<file path="config.mk">
export PLATFORM = sky130hd
export DESIGN_NAME = alu8
export DESIGN_NICKNAME = d
export VERILOG_FILES = /design/src/rtl/alu8_pkg.sv /design/src/rtl/alu8_ctrl.sv /design/src/rtl/alu8_datapath.sv /design/src/rtl/alu8.sv
export SDC_FILE = /design/constraint.sdc
export NUM_CORES = 1
export LEC_CHECK = 0
export BUFFER_PORTS_ARGS = -buffer_cell sky130_fd_sc_hd__buf_2
export CAP_MARGIN = 20
export CORE_AREA = 8 8 108 110
export CTS_CLUSTER_DIAMETER = 150
export CTS_CLUSTER_SIZE = 8
export DETAILED_ROUTE_END_ITERATION = 8
export DIE_AREA = 0 0 116 118
export HOLD_SLACK_MARGIN = 0.02
export MAX_ROUTING_LAYER = met4
export PLACE_DENSITY = 0.5
export SYNTH_ARGS = -nofsm -noshare
export SYNTH_HDL_FRONTEND = slang
export SYNTH_HIERARCHICAL = 1
export SYNTH_SLANG_ARGS = --single-unit
export TNS_END_PERCENT = 50
</file>
<file path="constraint.sdc">
create_clock -name clk -period 5.85 [get_ports clk]
set_clock_uncertainty 0.2 [all_clocks]
set_input_delay 0.2925 -clock clk [delete_from_list [all_inputs] [get_ports clk]]
set_output_delay 0.2925 -clock clk [all_outputs]
set_load 0.02 [all_outputs]
</file>
<file path="src/rtl/alu8_pkg.sv">
package alu8_pkg;

  localparam int NFLAGS = 6;
  localparam int FC = 0;
  localparam int FZ = 1;
  localparam int FN = 2;
  localparam int FV = 3;
  localparam int FS = 4;
  localparam int FH = 5;

  localparam logic [NFLAGS-1:0] MASK_ALL  = 6'b111111;
  localparam logic [NFLAGS-1:0] MASK_ZNV  = 6'b011110;
  localparam logic [NFLAGS-1:0] MASK_ZCNV = 6'b011111;

  typedef enum logic [4:0] {
    OP_ADD = 5'd0,  OP_ADC = 5'd1,  OP_SUB = 5'd2,  OP_SBC = 5'd3,
    OP_CP  = 5'd4,  OP_CPC = 5'd5,  OP_AND = 5'd6,  OP_OR  = 5'd7,
    OP_XOR = 5'd8,  OP_COM = 5'd9,  OP_NEG = 5'd10, OP_INC = 5'd11,
    OP_DEC = 5'd12, OP_LSL = 5'd13, OP_LSR = 5'd14, OP_ROL = 5'd15,
    OP_ROR = 5'd16, OP_ASR = 5'd17, OP_SWAP = 5'd18
  } aluOp_e;

  typedef enum logic [2:0] {
    K_NONE, K_ADDSUB, K_LOGIC, K_STEP, K_SHIFT, K_SWAP
  } unitKind_e;

  // sel codes: logic 0 and,1 or,2 xor,3 com; shift 0 lsl,1 lsr,2 rol,3 ror,4 asr
  typedef struct packed {
    unitKind_e         kind;
    logic              sub;
    logic              useCarry;
    logic              negate;
    logic [2:0]        sel;
    logic              zSticky;
    logic              writeRes;
    logic [NFLAGS-1:0] mask;
  } aluStrobe_t;

endpackage

</file>
<file path="src/rtl/alu8_ctrl.sv">
module alu8_ctrl
  import alu8_pkg::*;
(
  input  logic [4:0] opSel,
  output aluStrobe_t strobe
);

  always_comb begin
    strobe = '0;
    strobe.kind = K_NONE;
    case (opSel)
      OP_ADD, OP_ADC: begin
        strobe.kind = K_ADDSUB;
        strobe.useCarry = (opSel == OP_ADC);
        strobe.writeRes = 1'b1;
        strobe.mask = MASK_ALL;
      end
      OP_SUB, OP_SBC, OP_CP, OP_CPC: begin
        strobe.kind = K_ADDSUB;
        strobe.sub = 1'b1;
        strobe.useCarry = (opSel == OP_SBC) || (opSel == OP_CPC);
        strobe.zSticky = (opSel == OP_SBC) || (opSel == OP_CPC);
        strobe.writeRes = (opSel == OP_SUB) || (opSel == OP_SBC);
        strobe.mask = MASK_ALL;
      end
      OP_NEG: begin
        strobe.kind = K_ADDSUB;
        strobe.sub = 1'b1;
        strobe.negate = 1'b1;
        strobe.writeRes = 1'b1;
        strobe.mask = MASK_ALL;
      end
      OP_AND, OP_OR, OP_XOR: begin
        strobe.kind = K_LOGIC;
        strobe.sel = (opSel == OP_AND) ? 3'd0 : (opSel == OP_OR) ? 3'd1 : 3'd2;
        strobe.writeRes = 1'b1;
        strobe.mask = MASK_ZNV;
      end
      OP_COM: begin
        strobe.kind = K_LOGIC;
        strobe.sel = 3'd3;
        strobe.writeRes = 1'b1;
        strobe.mask = MASK_ZCNV;
      end
      OP_INC, OP_DEC: begin
        strobe.kind = K_STEP;
        strobe.sub = (opSel == OP_DEC);
        strobe.writeRes = 1'b1;
        strobe.mask = MASK_ZNV;
      end
      OP_LSL, OP_LSR, OP_ROL, OP_ROR, OP_ASR: begin
        strobe.kind = K_SHIFT;
        strobe.sel = 3'(opSel - OP_LSL);
        strobe.writeRes = 1'b1;
        strobe.mask = MASK_ZCNV;
      end
      OP_SWAP: begin
        strobe.kind = K_SWAP;
        strobe.writeRes = 1'b1;
      end
      default: ;
    endcase
  end

endmodule

</file>
<file path="src/rtl/alu8_datapath.sv">
module alu8_datapath
  import alu8_pkg::*;
#(
  parameter int WIDTH = 8
) (
  input  aluStrobe_t        strobe,
  input  logic [WIDTH-1:0]  opA,
  input  logic [WIDTH-1:0]  opB,
  input  logic              carryIn,
  input  logic              zPrev,
  output logic [WIDTH-1:0]  result,
  output logic [NFLAGS-1:0] rawFlags
);

  localparam int HALF = WIDTH / 2;
  localparam int MSB  = WIDTH - 1;

  logic [WIDTH-1:0] lhs, rhs;
  logic             cBit;
  logic [WIDTH:0]   wide;
  logic [HALF:0]    nib;
  logic [WIDTH-1:0] res;
  logic             cOut, hOut, vOut, nOut, zOut;

  always_comb begin
    lhs  = strobe.negate ? '0 : opA;
    rhs  = strobe.negate ? opA : opB;
    cBit = strobe.useCarry & carryIn;
    if (strobe.sub) begin
      wide = {1'b0, lhs} - {1'b0, rhs} - {{WIDTH{1'b0}}, cBit};
      nib  = {1'b0, lhs[HALF-1:0]} - {1'b0, rhs[HALF-1:0]} - {{HALF{1'b0}}, cBit};
    end else begin
      wide = {1'b0, lhs} + {1'b0, rhs} + {{WIDTH{1'b0}}, cBit};
      nib  = {1'b0, lhs[HALF-1:0]} + {1'b0, rhs[HALF-1:0]} + {{HALF{1'b0}}, cBit};
    end
  end

  always_comb begin
    res  = '0;
    cOut = 1'b0;
    hOut = 1'b0;
    vOut = 1'b0;
    case (strobe.kind)
      K_ADDSUB: begin
        res  = wide[WIDTH-1:0];
        cOut = wide[WIDTH];
        hOut = nib[HALF];
        if (strobe.sub)
          vOut = (lhs[MSB] & ~rhs[MSB] & ~res[MSB]) | (~lhs[MSB] & rhs[MSB] & res[MSB]);
        else
          vOut = (lhs[MSB] & rhs[MSB] & ~res[MSB]) | (~lhs[MSB] & ~rhs[MSB] & res[MSB]);
      end
      K_LOGIC: begin
        case (strobe.sel)
          3'd0:    res = opA & opB;
          3'd1:    res = opA | opB;
          3'd2:    res = opA ^ opB;
          default: res = ~opA;
        endcase
        cOut = 1'b1;
      end
      K_STEP: begin
        res  = strobe.sub ? opA - 1'b1 : opA + 1'b1;
        vOut = strobe.sub ? (opA[MSB] & ~res[MSB]) : (~opA[MSB] & res[MSB]);
      end
      K_SHIFT: begin
        case (strobe.sel)
          3'd0:    begin res = {opA[MSB-1:0], 1'b0};    cOut = opA[MSB]; end
          3'd1:    begin res = {1'b0, opA[MSB:1]};      cOut = opA[0];   end
          3'd2:    begin res = {opA[MSB-1:0], carryIn}; cOut = opA[MSB]; end
          3'd3:    begin res = {carryIn, opA[MSB:1]};   cOut = opA[0];   end
          default: begin res = {opA[MSB], opA[MSB:1]};  cOut = opA[0];   end
        endcase
        vOut = res[MSB] ^ cOut;
      end
      K_SWAP: res = {opA[HALF-1:0], opA[MSB:HALF]};
      default: ;
    endcase
    nOut = res[MSB];
    zOut = (res == '0) & (~strobe.zSticky | zPrev);
  end

  always_comb begin
    result       = res;
    rawFlags     = '0;
    rawFlags[FC] = cOut;
    rawFlags[FZ] = zOut;
    rawFlags[FN] = nOut;
    rawFlags[FV] = vOut;
    rawFlags[FS] = nOut ^ vOut;
    rawFlags[FH] = hOut;
  end

endmodule

</file>
<file path="src/rtl/alu8.sv">
module alu8
  import alu8_pkg::*;
#(
  parameter int WIDTH = 8
) (
  input  logic              clk,
  input  logic              rstN,
  input  logic              opValid,
  input  logic [4:0]        opSel,
  input  logic [WIDTH-1:0]  opA,
  input  logic [WIDTH-1:0]  opB,
  input  logic              carryIn,
  output logic [WIDTH-1:0]  result,
  output logic              resultWrite,
  output logic [NFLAGS-1:0] flagMask,
  output logic [NFLAGS-1:0] flagNext,
  output logic [NFLAGS-1:0] flags
);

  aluStrobe_t        strobe;
  logic [NFLAGS-1:0] rawFlags;
  logic [NFLAGS-1:0] flagsQ;

  alu8_ctrl u_ctrl (
    .opSel  (opSel),
    .strobe (strobe)
  );

  alu8_datapath #(.WIDTH(WIDTH)) u_dp (
    .strobe   (strobe),
    .opA      (opA),
    .opB      (opB),
    .carryIn  (carryIn),
    .zPrev    (flagsQ[FZ]),
    .result   (result),
    .rawFlags (rawFlags)
  );

  for (genvar i = 0; i < NFLAGS; i++) begin : g_merge
    assign flagNext[i] = strobe.mask[i] ? rawFlags[i] : flagsQ[i];
  end

  always_ff @(posedge clk or negedge rstN) begin
    if (!rstN)        flagsQ <= '0;
    else if (opValid) flagsQ <= flagNext;
  end

  assign flags       = flagsQ;
  assign flagMask    = strobe.mask;
  assign resultWrite = strobe.writeRes;

  p_keep_unmasked_r13: assert property (@(posedge clk) disable iff (!rstN)
    opValid |=> ((flagsQ ^ $past(flagsQ)) & ~$past(flagMask)) == '0);

  p_sign_rule_r13: assert property (@(posedge clk) disable iff (!rstN)
    (opValid && (flagMask[FN] || flagMask[FV])) |=> (flagsQ[FS] == (flagsQ[FN] ^ flagsQ[FV])));

  p_compare_nowrite_r4: assert property (@(posedge clk) disable iff (!rstN)
    (opSel == OP_CP || opSel == OP_CPC) |-> !resultWrite);

  p_swap_flags_r12: assert property (@(posedge clk) disable iff (!rstN)
    (opValid && opSel == OP_SWAP) |=> flagsQ == $past(flagsQ));

  p_logic_vclr_r5: assert property (@(posedge clk) disable iff (!rstN)
    (opValid && (opSel == OP_AND || opSel == OP_OR || opSel == OP_XOR || opSel == OP_COM))
      |=> !flagsQ[FV]);

  p_com_carry_r6: assert property (@(posedge clk) disable iff (!rstN)
    (opValid && opSel == OP_COM) |=> flagsQ[FC]);

  p_sticky_z_r3: assert property (@(posedge clk) disable iff (!rstN)
    (opValid && (opSel == OP_SBC || opSel == OP_CPC) && !flagsQ[FZ]) |=> !flagsQ[FZ]);

endmodule

</file>
==> metrics.md, run 1 <==
| Metric | Value |
|---|---|
| Status | complete, no violations |
| I/O Buffers | 51 |
| TritonRoute pass-1 iters | 4 |
| DIE AREA | 13700 um2 |
| Max_cap viols | 0 |
| Asr flop ratio synth | 1.00 |
| Vias per cell | between 5 and 6 |
| Setup TNS | 0 ns |
| Seq pwr share | 0.107 |
| Slew @ Worst Pin | 0.662 ns |
| Net Sw Power | a little over 300 uW |
| Antenna Cells | 0 |
| CTS tree | yes |
| Ys Warns | 6 |
| All-layer global routing usage | 0.151 |
| Power density cells | approximately 160 nW/um2 |
| Hold Buf Count CTS | 1 |
| Commonest non-fill, non-tap cell in the layout | buf_2 |
| DRC Markers | 0 |
| Most frequent cells in the layout | buf_2 (51), ha_1 (49), inv_1 (48) |
| Post-Route WL | 10100 um |
| Mapped Cells | 444 |
| Die span in x | roughly 120 um |
| Max reg flops | 6 |
| Synth Area per Inst | 7.63 um2 |
| Fill count | 1072 |
| Met2 usage | 0.238 |
| Flops & latches, synth | 6 |
| Final number of setup-violating endpoints | 0 |
| Post-layout net count | 557 |
| GRT met3 Usage | 0.0118 |
| Class of the worst hold path | in -> async |
| Total design power | 592 uW |
| CTS root buf | clkbuf_8 |
| Antenna violations before repair | 0 |
| Combinational cell fraction of total power | 0.791 |
| TritonCTS Buffers | 3 |
| Syn nets | 522 |
| First-pass GRT wire length | roughly 17000 um |
| DR vias | 3282 |
| Data arrival, critical path | 4.78 ns |
| Crit path time final | between 5 and 6 ns |
| Slew margin rel. | 0.555 |
| Max Clk Rate | ~190 MHz |
| Starting Density | 0.339 |
| Post-route ant nets | 0 |
| Setup CP Type | in -> out |
| Worst-path fanout max | 13 |
| GP Congestion | a little under 0.9 |
| Fin. max-slew vios | 0 |
| Max IR drop VDD | 138 uV |
| Vias in the first global route | approximately 3300 |
| Largest net degree at the start of global routing | 23 |
| Int Power | 289 uW |
| Net switching fraction of the power | 0.513 |
| Max Root-Sink Buffers | 2 |
| Leak | 0.00185 uW |
| Fin. Hold Viols | 0 |
| Clock slew at reported path FFs | 0.03 ns |
| Total grt overflow | 0 |
| IO Count | 52 |
| HPWL after detailed placement | 8420 um |
| Area growth, synth to finish | 9.38% |
| WL per Instance | 16.5 um |
| Global route hottest layer | met2 |
| Die height | approximately 120 um |
| Core Rows | 37 |
| Sequential fraction of the synthesis area | 0.0443 |
| Period Utilization, post-route | 0.901 |
| H-tree levels | 1 |
| Post-synth EDFFs | 0 |
| Most used flip-flop cell after synthesis | dfrtp_1 |
| CTS resizes | 0 |
| CORE AREA | 10000 um2 |
| Clk network pwr share | 0.102 |
| Layout cells sized above 1 | 0.212 |
| Required @ worst endpoint | 5.36 ns |
| Mapped Area | 3390 um2 |
| Drt initial violations | 268 |
| Startpoint types | input port |
| Clock sink count | 6 |
| Post-CTS repair timing setup buffer count | 0 |
| Clock latency on the worst-skew pair | between 0.2 and 0.25 ns |
| RSZ-0062 raised after global routing | no |
| Netlist cell types | 78 |
| Met1 Usage GRT | 0.204 |
| Worst setup EP type | primary output |
cell usage after synthesis, drive strengths merged (7+ instances only):
library cell   n  area share
a21oi         15       0.022
buf           19       0.044
o21a           8       0.020
nor3          13       0.019
clkbuf         7       0.014
o21ai         26       0.038
ha            49        0.18
a211oi         7       0.018
nor2b         18       0.035
mux2i         15       0.044
xor2           9       0.023
nand2b        15       0.028
mux2          14       0.053
nor2          21       0.025
inv           50       0.055
o211ai         9       0.023
nand2         38       0.042
a21o           8       0.018
area by class of cell:
cell class	instances	area, um2	area share
clock buffer	3	41.3	0.0111
inverter	51	191	0.0516
multi-input combinational	361	2860	0.771
sequential	6	150	0.0405
tap	136	170	0.0459
timing repair buffer	56	295	0.0796
critical path: stages:
cell and delay [ns]:
buf_2 0.12, inv_1 0.10, ha_1 0.32, and3_1 0.45, buf_4 0.25, nand2_1 0.06
o21a_1 0.14, ha_1 0.41, inv_1 0.13, ha_1 0.39, or4b_2 0.60, o2111ai_1 0.14
a211oi_1 0.12, mux2i_1 0.18, nand2_1 0.07, a221o_1 0.41, xor2_1 0.17, mux2_2 0.27
buf_2 0.16
final timing paths:
check / from / to / slack (ns) / cells past startpoint
worst min register to register: flags[4]$_DFFE_PN0P_ / flags[4]$_DFFE_PN0P_ / 0.32 / 1
worst max-delay path: opSel[0] / flagNext[4] / 0.58 / 19
worst max register to register: flags[1]$_DFFE_PN0P_ / flags[1]$_DFFE_PN0P_ / 4.00 / 5
max in group asynchronous: rstN / flags[2]$_DFFE_PN0P_ / 5.09 / 2
min in group clk: opValid / flags[1]$_DFFE_PN0P_ / 0.27 / 3
worst min-delay path: rstN / flags[1]$_DFFE_PN0P_ / 0.23 / 2
routing by layer:
metal	routed length, um	vias to the layer above
li1	-	1650
met1	4880	1535
met2	4540	89
met3	559	8
met4	110	0
met5	0	-
power by group through the flow:
stage / combinational (uW) / sequential, uW / clock [uW]
after floorplan: 338 / 79.2 / 0
after global placement: 466 / 63.9 / 0
after detailed placement: 467 / 64.7 / 0
after CTS: 470 / 64.0 / 62.4
after global routing: 513 / 66.0 / 64.5
final: 469 / 63.6 / 60.2
kinds of logic (layout without fill, tap and decap cells):
family	count (synthesis)	after routing	synth area share
muxes	29	29	0.0975
DFF	6	6	0.0443
AOI/OAI and AO/OA	123	123	0.273
buffers and inverters	77	110	0.114
and+or+nand+nor	141	141	0.228
xor gates and xnor gates	15	15	0.0388
adders and majority gates	53	53	0.205
metrics by stage:
stage	hold WS [ns]	utilization	instances	cell area (um2)	worst slack, ns
after global routing	0.230	0.371	613	3710	0.152
after CTS	0.234	0.371	613	3710	0.619
after global placement	-0.0764	0.366	609	3660	0.732
after floorplan	-0.203	-	444	3390	1.39
final	0.225	0.371	613	3710	0.581
after detailed placement	-0.0786	0.366	609	3660	0.613
Power figures use the tool's default switching activity.
==> run 2, diff against run 1 <==
CORE_AREA = 8 8 97 99   (was 8 8 108 110)
DIE_AREA = 0 0 105 107   (was 0 0 116 118)
PLACE_DENSITY = 0.6   (was 0.5)
==> run 2 against run 1 <==
  * Routed wire length fell by 4.3%
  * Setup slack got worse by 0.13 ns
  * Count of clock-buffer cells in the layout did not move
  * Cell area fell by 1.2%
  * Power barely moved
  * Non-clock buffer count fell by 1
  * Die area fell by 18%
  * Critical path depth fell by 1
  * Critical path type unchanged
==> metrics.md, run 2 (synthesized netlist as in run 1, its figures left out) <==
| Metric | Value |
|---|---|
| Layout cells sized above 1 | 0.210 |
| First-pass GRT wire length | about 16000 um |
| DRC Markers | 0 |
| WL per Instance | roughly 17 um |
| CORE AREA | 7930 um2 |
| Fin. Hold Viols | 0 |
| Largest net degree at the start of global routing | 25 |
| Worst-path fanout max | 24 |
| CTS root buf | clkbuf_8 |
| H-tree levels | 1 |
| TritonRoute pass-1 iters | 5 |
| IO Count | between 50 and 60 |
| Crit path time final | 5.40 ns |
| Data arrival, critical path | a little under 5 ns |
| Crit. Startpoint | opSel[0] |
| Setup CP Type | in -> out |
| Max reg flops | 6 |
| CTS resizes | 0 |
| Power density cells | 162 nW/um2 |
| Post-route ant nets | 0 |
| Worst R2R Path Depth | 5 |
| Leak | 0.00184 uW |
| Final hold slack | 0.233 ns |
| Clock slew at reported path FFs | 0.04 ns |
| Die span in x | 105 um |
| Antenna Cells | 0 |
| FF+latch area | 150 um2 |
| Die height | 107 um |
| Required @ worst endpoint | 5.36 ns |
| TritonCTS Buffers | 3 |
| DR vias | 3337 |
| Startpoint types | input port |
| Post-Route WL | 9660 um |
| Post-CTS repair timing setup buffer count | 0 |
| Most frequent cells in the layout | buf_2 (51), ha_1 (49), inv_1 (48) |
| DIE AREA | ~11000 um2 |
| Starting Density | 0.428 |
| RSZ-0062 raised after global routing | no |
| R2R setup slack | 4.07 ns |
| Area growth, synth to finish | 8.01% |
| Fill count | 824 |
| FF-to-FF Start | flags[1]$_DFFE_PN0P_ |
| Vias in the first global route | 3192 |
| All-layer global routing usage | 0.172 |
| Post-layout net count | 556 |
| Max Clk Rate | 185 MHz |
| Class of the worst hold path | in -> async |
| Status | complete, no violations |
| Period Utilization, post-route | 0.922 |
| Multi-input logic area | 2860 um2 |
| Setup TNS | 0 ns |
| Final number of setup-violating endpoints | 0 |
| Slew margin rel. | 0.484 |
| Max Root-Sink Buffers | 2 |
| Commonest non-fill, non-tap cell in the layout | buf_2 |
| Slew @ Worst Pin | around 0.75 ns |
| Worst setup EP type | primary output |
| GP Congestion | between 0.8 and 0.9 |
| Max_cap viols | 0 |
| R2r endpoint | flags[1]$_DFFE_PN0P_ |
| I/O Buffers | 51 |
| Antenna violations before repair | 0 |
| Clock sink count | 6 |
| Vias per cell | 5.74 |
| Drt initial violations | 146 |
| Clock latency on the worst-skew pair | 0.22 ns |
| Fin. max-slew vios | 0 |
| Max IR drop VDD | 51.5 uV |
| Total grt overflow | 0 |
| Core Rows | 33 |
| HPWL after detailed placement | 7910 um |
| CTS tree | yes |
run 2: cell count changes in the layout (fill, tap and decap cells not counted):
cell   delta
buf_4     -1
run 2: how the worst max path moves through the flow:
stage	slack, ns	depth (start not counted)	end
finish	0.45	18	flagNext[4]
floorplan	1.39	18	flagNext[4]
detailed placement	0.47	18	flagNext[4]
global placement	0.59	18	flagNext[4]
CTS	0.44	18	flagNext[4]
global route	0.04	18	flagNext[4]
run 2: through the flow:
| step | setup WS (ns) | util | instance area [um2] | power [uW] | instances |
|---|---|---|---|---|---|
| 2_1_floorplan | 1.39 | - | 3390 | 417 | 444 |
| 3_3_place_gp | 0.590 | 0.455 | 3610 | 524 | 577 |
| 3_5_place_dp | 0.471 | 0.455 | 3610 | 528 | 577 |
| 4_1_cts | 0.445 | 0.462 | 3660 | 594 | 581 |
| 5_1_grt | 0.0393 | 0.462 | 3660 | 647 | 581 |
| 6_report | 0.455 | 0.462 | 3660 | 592 | 581 |
run 2: metal layers:
layer	track usage	up-vias	wire, um
met2	0.284	102	4480
li1	-	1651	-
met3	0.0258	4	616
met4	0.0347	0	61
met5	-	-	0
met1	0.219	1580	4500
run 2: worst max-delay path, cell delays in order:
cell      delay (ns)
buf_2           0.12
inv_1           0.09
ha_1            0.32
and3_1          0.65
mux2i_1         0.45
xor2_1          0.13
ha_1            0.20
a21o_1          0.17
ha_1            0.27
nand3b_1        0.12
a211o_1         0.32
a211oi_1        0.45
mux2i_1         0.24
nand2_1         0.06
a221o_1         0.40
xor2_1          0.17
mux2_2          0.27
buf_2           0.16
run 2: repair_timing:
action,CTS,global route
hold buffers,1,0
hold endpoints to repair,6,0
setup endpoints to repair,0,0
run 2: power by group:
part | total (uW) | internal, uW | switching (uW) | leakage (uW)
clock network | 61.0 | 44.1 | 16.8 | 0.0000216
logic | 466 | 190 | 276 | 0.00174
registers | 65.0 | 54.4 | 10.5 | 0.0000795
total | 592 | 289 | 303 | 0.00184
run 2: final cells by class:
| cell class | instances | share of cell area |
|---|---|---|
| multi-input combinational | 361 | 0.781 |
| timing repair buffer | 55 | 0.0786 |
| clock buffer | 3 | 0.0113 |
| tap | 105 | 0.0359 |
| sequential | 6 | 0.0410 |
| inverter | 51 | 0.0523 |
==> run 3, diff against run 2 <==
CORE_AREA = 4 4 93 95   (was 8 8 97 99)
DIE_AREA = 0 0 97 99   (was 0 0 105 107)
==> run 3 against run 2 <==
  * Core utilization rose by 1.2 points
  * Power increased by 0.51%
  * Sequential power grew 0.9%
  * Sequential share of layout area hardly changed
  * Critical endpoint unchanged
  * Die area decreased by 15%
  * Hold slack got worse by 0.018 ns
  * Highest routed layer unchanged
  * Largest cell class unchanged
  * Clock power grew 2%
  * Maximum frequency increased by 4.1%
  * Setup slack better by 0.21 ns
==> metrics.md, run 3 (synthesized netlist as in run 1, its figures left out) <==
| Metric | Value |
|---|---|
| Status | complete, no violations |
| Max reg flops | 6 |
| Setup TNS | 0 ns |
| R2R setup slack | 4.00 ns |
| Worst setup EP type | primary output |
| Clock latency on the worst-skew pair | 0.22 ns |
| Final number of setup-violating endpoints | 0 |
| DRC Markers | 0 |
| Crit path time final | a little over 5 ns |
| Net Sw Power | 306 uW |
| Max IR drop VDD | 71.4 uV |
| Post-Route WL | about 9800 um |
| Drt initial violations | 256 |
| Post-layout net count | 556 |
| Fin. Hold Viols | 0 |
| Post-CTS repair timing setup buffer count | 0 |
| Class of the worst hold path | in -> async |
| CORE AREA | about 7700 um2 |
| TritonRoute pass-1 iters | 6 |
| Die span in x | 97 um |
| Layout cells sized above 1 | 0.212 |
| Slew @ Worst Pin | 0.634 ns |
| Place WS | 0.490 ns |
| Seq pwr share | 0.110 |
| Clock slew at reported path FFs | 0.04 ns |
| Startpoint types | input port |
| CTS tree | yes |
| TritonCTS Buffers | 3 |
| Max Clk Rate | roughly 190 MHz |
| Max Root-Sink Buffers | 2 |
| Setup WS post-layout | 0.668 ns |
| Net switching fraction of the power | 0.515 |
| Leak | 0.00184 uW |
| CTS root buf | clkbuf_8 |
| Combinational cell fraction of total power | 0.785 |
| Required @ worst endpoint | ~5.4 ns |
| Placed Cells | 574 |
| R2r endpoint | flags[1]$_DFFE_PN0P_ |
| Clk network pwr share | 0.105 |
| Clock sink count | 6 |
| Largest net degree at the start of global routing | 25 |
| Vias in the first global route | 3132 |
| WL per Instance | between 15 and 20 um |
| HPWL after detailed placement | about 8000 um |
| Starting Density | 0.439 |
| H-tree levels | 1 |
| Fin area | roughly 3700 um2 |
| I/O Buffers | 51 |
| DR vias | 3414 |
| RSZ-0062 raised after global routing | no |
| First-pass GRT wire length | 16000 um |
| Worst-path fanout max | 24 |
| FF-to-FF Start | flags[1]$_DFFE_PN0P_ |
| Total grt overflow | 0 |
| Int Power | 289 uW |
| Core Rows | 32 |
| Vias per cell | ~6 |
| Post-route ant nets | 0 |
| IO Count | 52 |
| Fin. max-slew vios | 0 |
| Placed cell areas | 3610 um2 |
| Slew margin rel. | 0.566 |
| Power density cells | 163 nW/um2 |
| Most frequent cells in the layout | buf_2 (51), ha_1 (49), inv_1 (48) |
| Commonest non-fill, non-tap cell in the layout | buf_2 |
| Die height | 99 um |
| Antenna Cells | 0 |
| Antenna violations before repair | 0 |
| Max_cap viols | 0 |
| DIE AREA | 9600 um2 |
| Setup CP Type | in -> out |
| Area growth, synth to finish | 7.94% |
| Period Utilization, post-route | 0.886 |
| Non-Filler Instances | around 580 |
| All-layer global routing usage | 0.203 |
| GP Congestion | 0.986 |
| Worst R2R Path Depth | 5 |
| Data arrival, critical path | 4.69 ns |
-- run 3: stage by stage --
step,total power [uW],utilization,hold WS (ns)
after floorplan,417,-,-0.203
after global placement,526,0.467,-0.0814
after detailed placement,530,0.467,-0.0807
after CTS,597,0.473,0.212
after global routing,644,0.473,0.246
final,595,0.473,0.216
-- run 3: repair_timing --
item | 4_1_cts | 5_1_grt
setup endpoints to repair | 0 | 1
gates resized for setup | 0 | 1
hold buffers | 1 | 0
hold endpoints to repair | 6 | 0
-- run 3: power by group through the flow --
stage	logic [uW]	registers [uW]	clock network [uW]
final	467	65.6	62.2
after global routing	510	67.6	66.5
after detailed placement	464	65.8	0
after CTS	467	65.8	64.9
after floorplan	338	79.2	0
after global placement	459	66.7	0
-- run 3: per-layer routing --
metal | up-vias | global-route usage | share of wire
li1 | 1649 | - | -
met1 | 1643 | 0.269 | 0.46
met2 | 109 | 0.349 | 0.48
met3 | 13 | 0.0106 | 0.044
met4 | 0 | 0.0346 | 0.013
met5 | - | - | 0
-- run 3: worst max-delay path by stage --
stage,start,to,slack [ns],cells past startpoint
final,opSel[0],flagNext[4],0.67,17
after global routing,opSel[0],flagNext[4],0.32,18
after CTS,opSel[0],flagNext[4],0.47,17
after detailed placement,opSel[0],flagNext[4],0.49,17
after global placement,opSel[0],flagNext[4],0.55,17
after floorplan,opSel[0],flagNext[4],1.39,18
-- run 3: area by class of cell --
class | count | area, um2
fillers | 807 | 4070
flip-flops and latches | 6 | 150
repair buffers | 55 | 288
clock buffers | 3 | 41.3
inverters | 51 | 191
multi-input cells | 361 | 2860
well taps | 102 | 128
-- run 3: worst max-delay path, stage by stage --
cell and delay (ns):
buf_2 0.12, inv_1 0.10, ha_1 0.33, and3_2 0.49, o21ai_0 0.24, ha_1 0.44
inv_1 0.11, ha_1 0.25, nor4b_1 0.44, a2111oi_0 0.19, a211oi_1 0.38, mux2i_1 0.23
nand2_1 0.07, a221o_1 0.40, xor2_1 0.17, mux2_2 0.27, buf_2 0.16
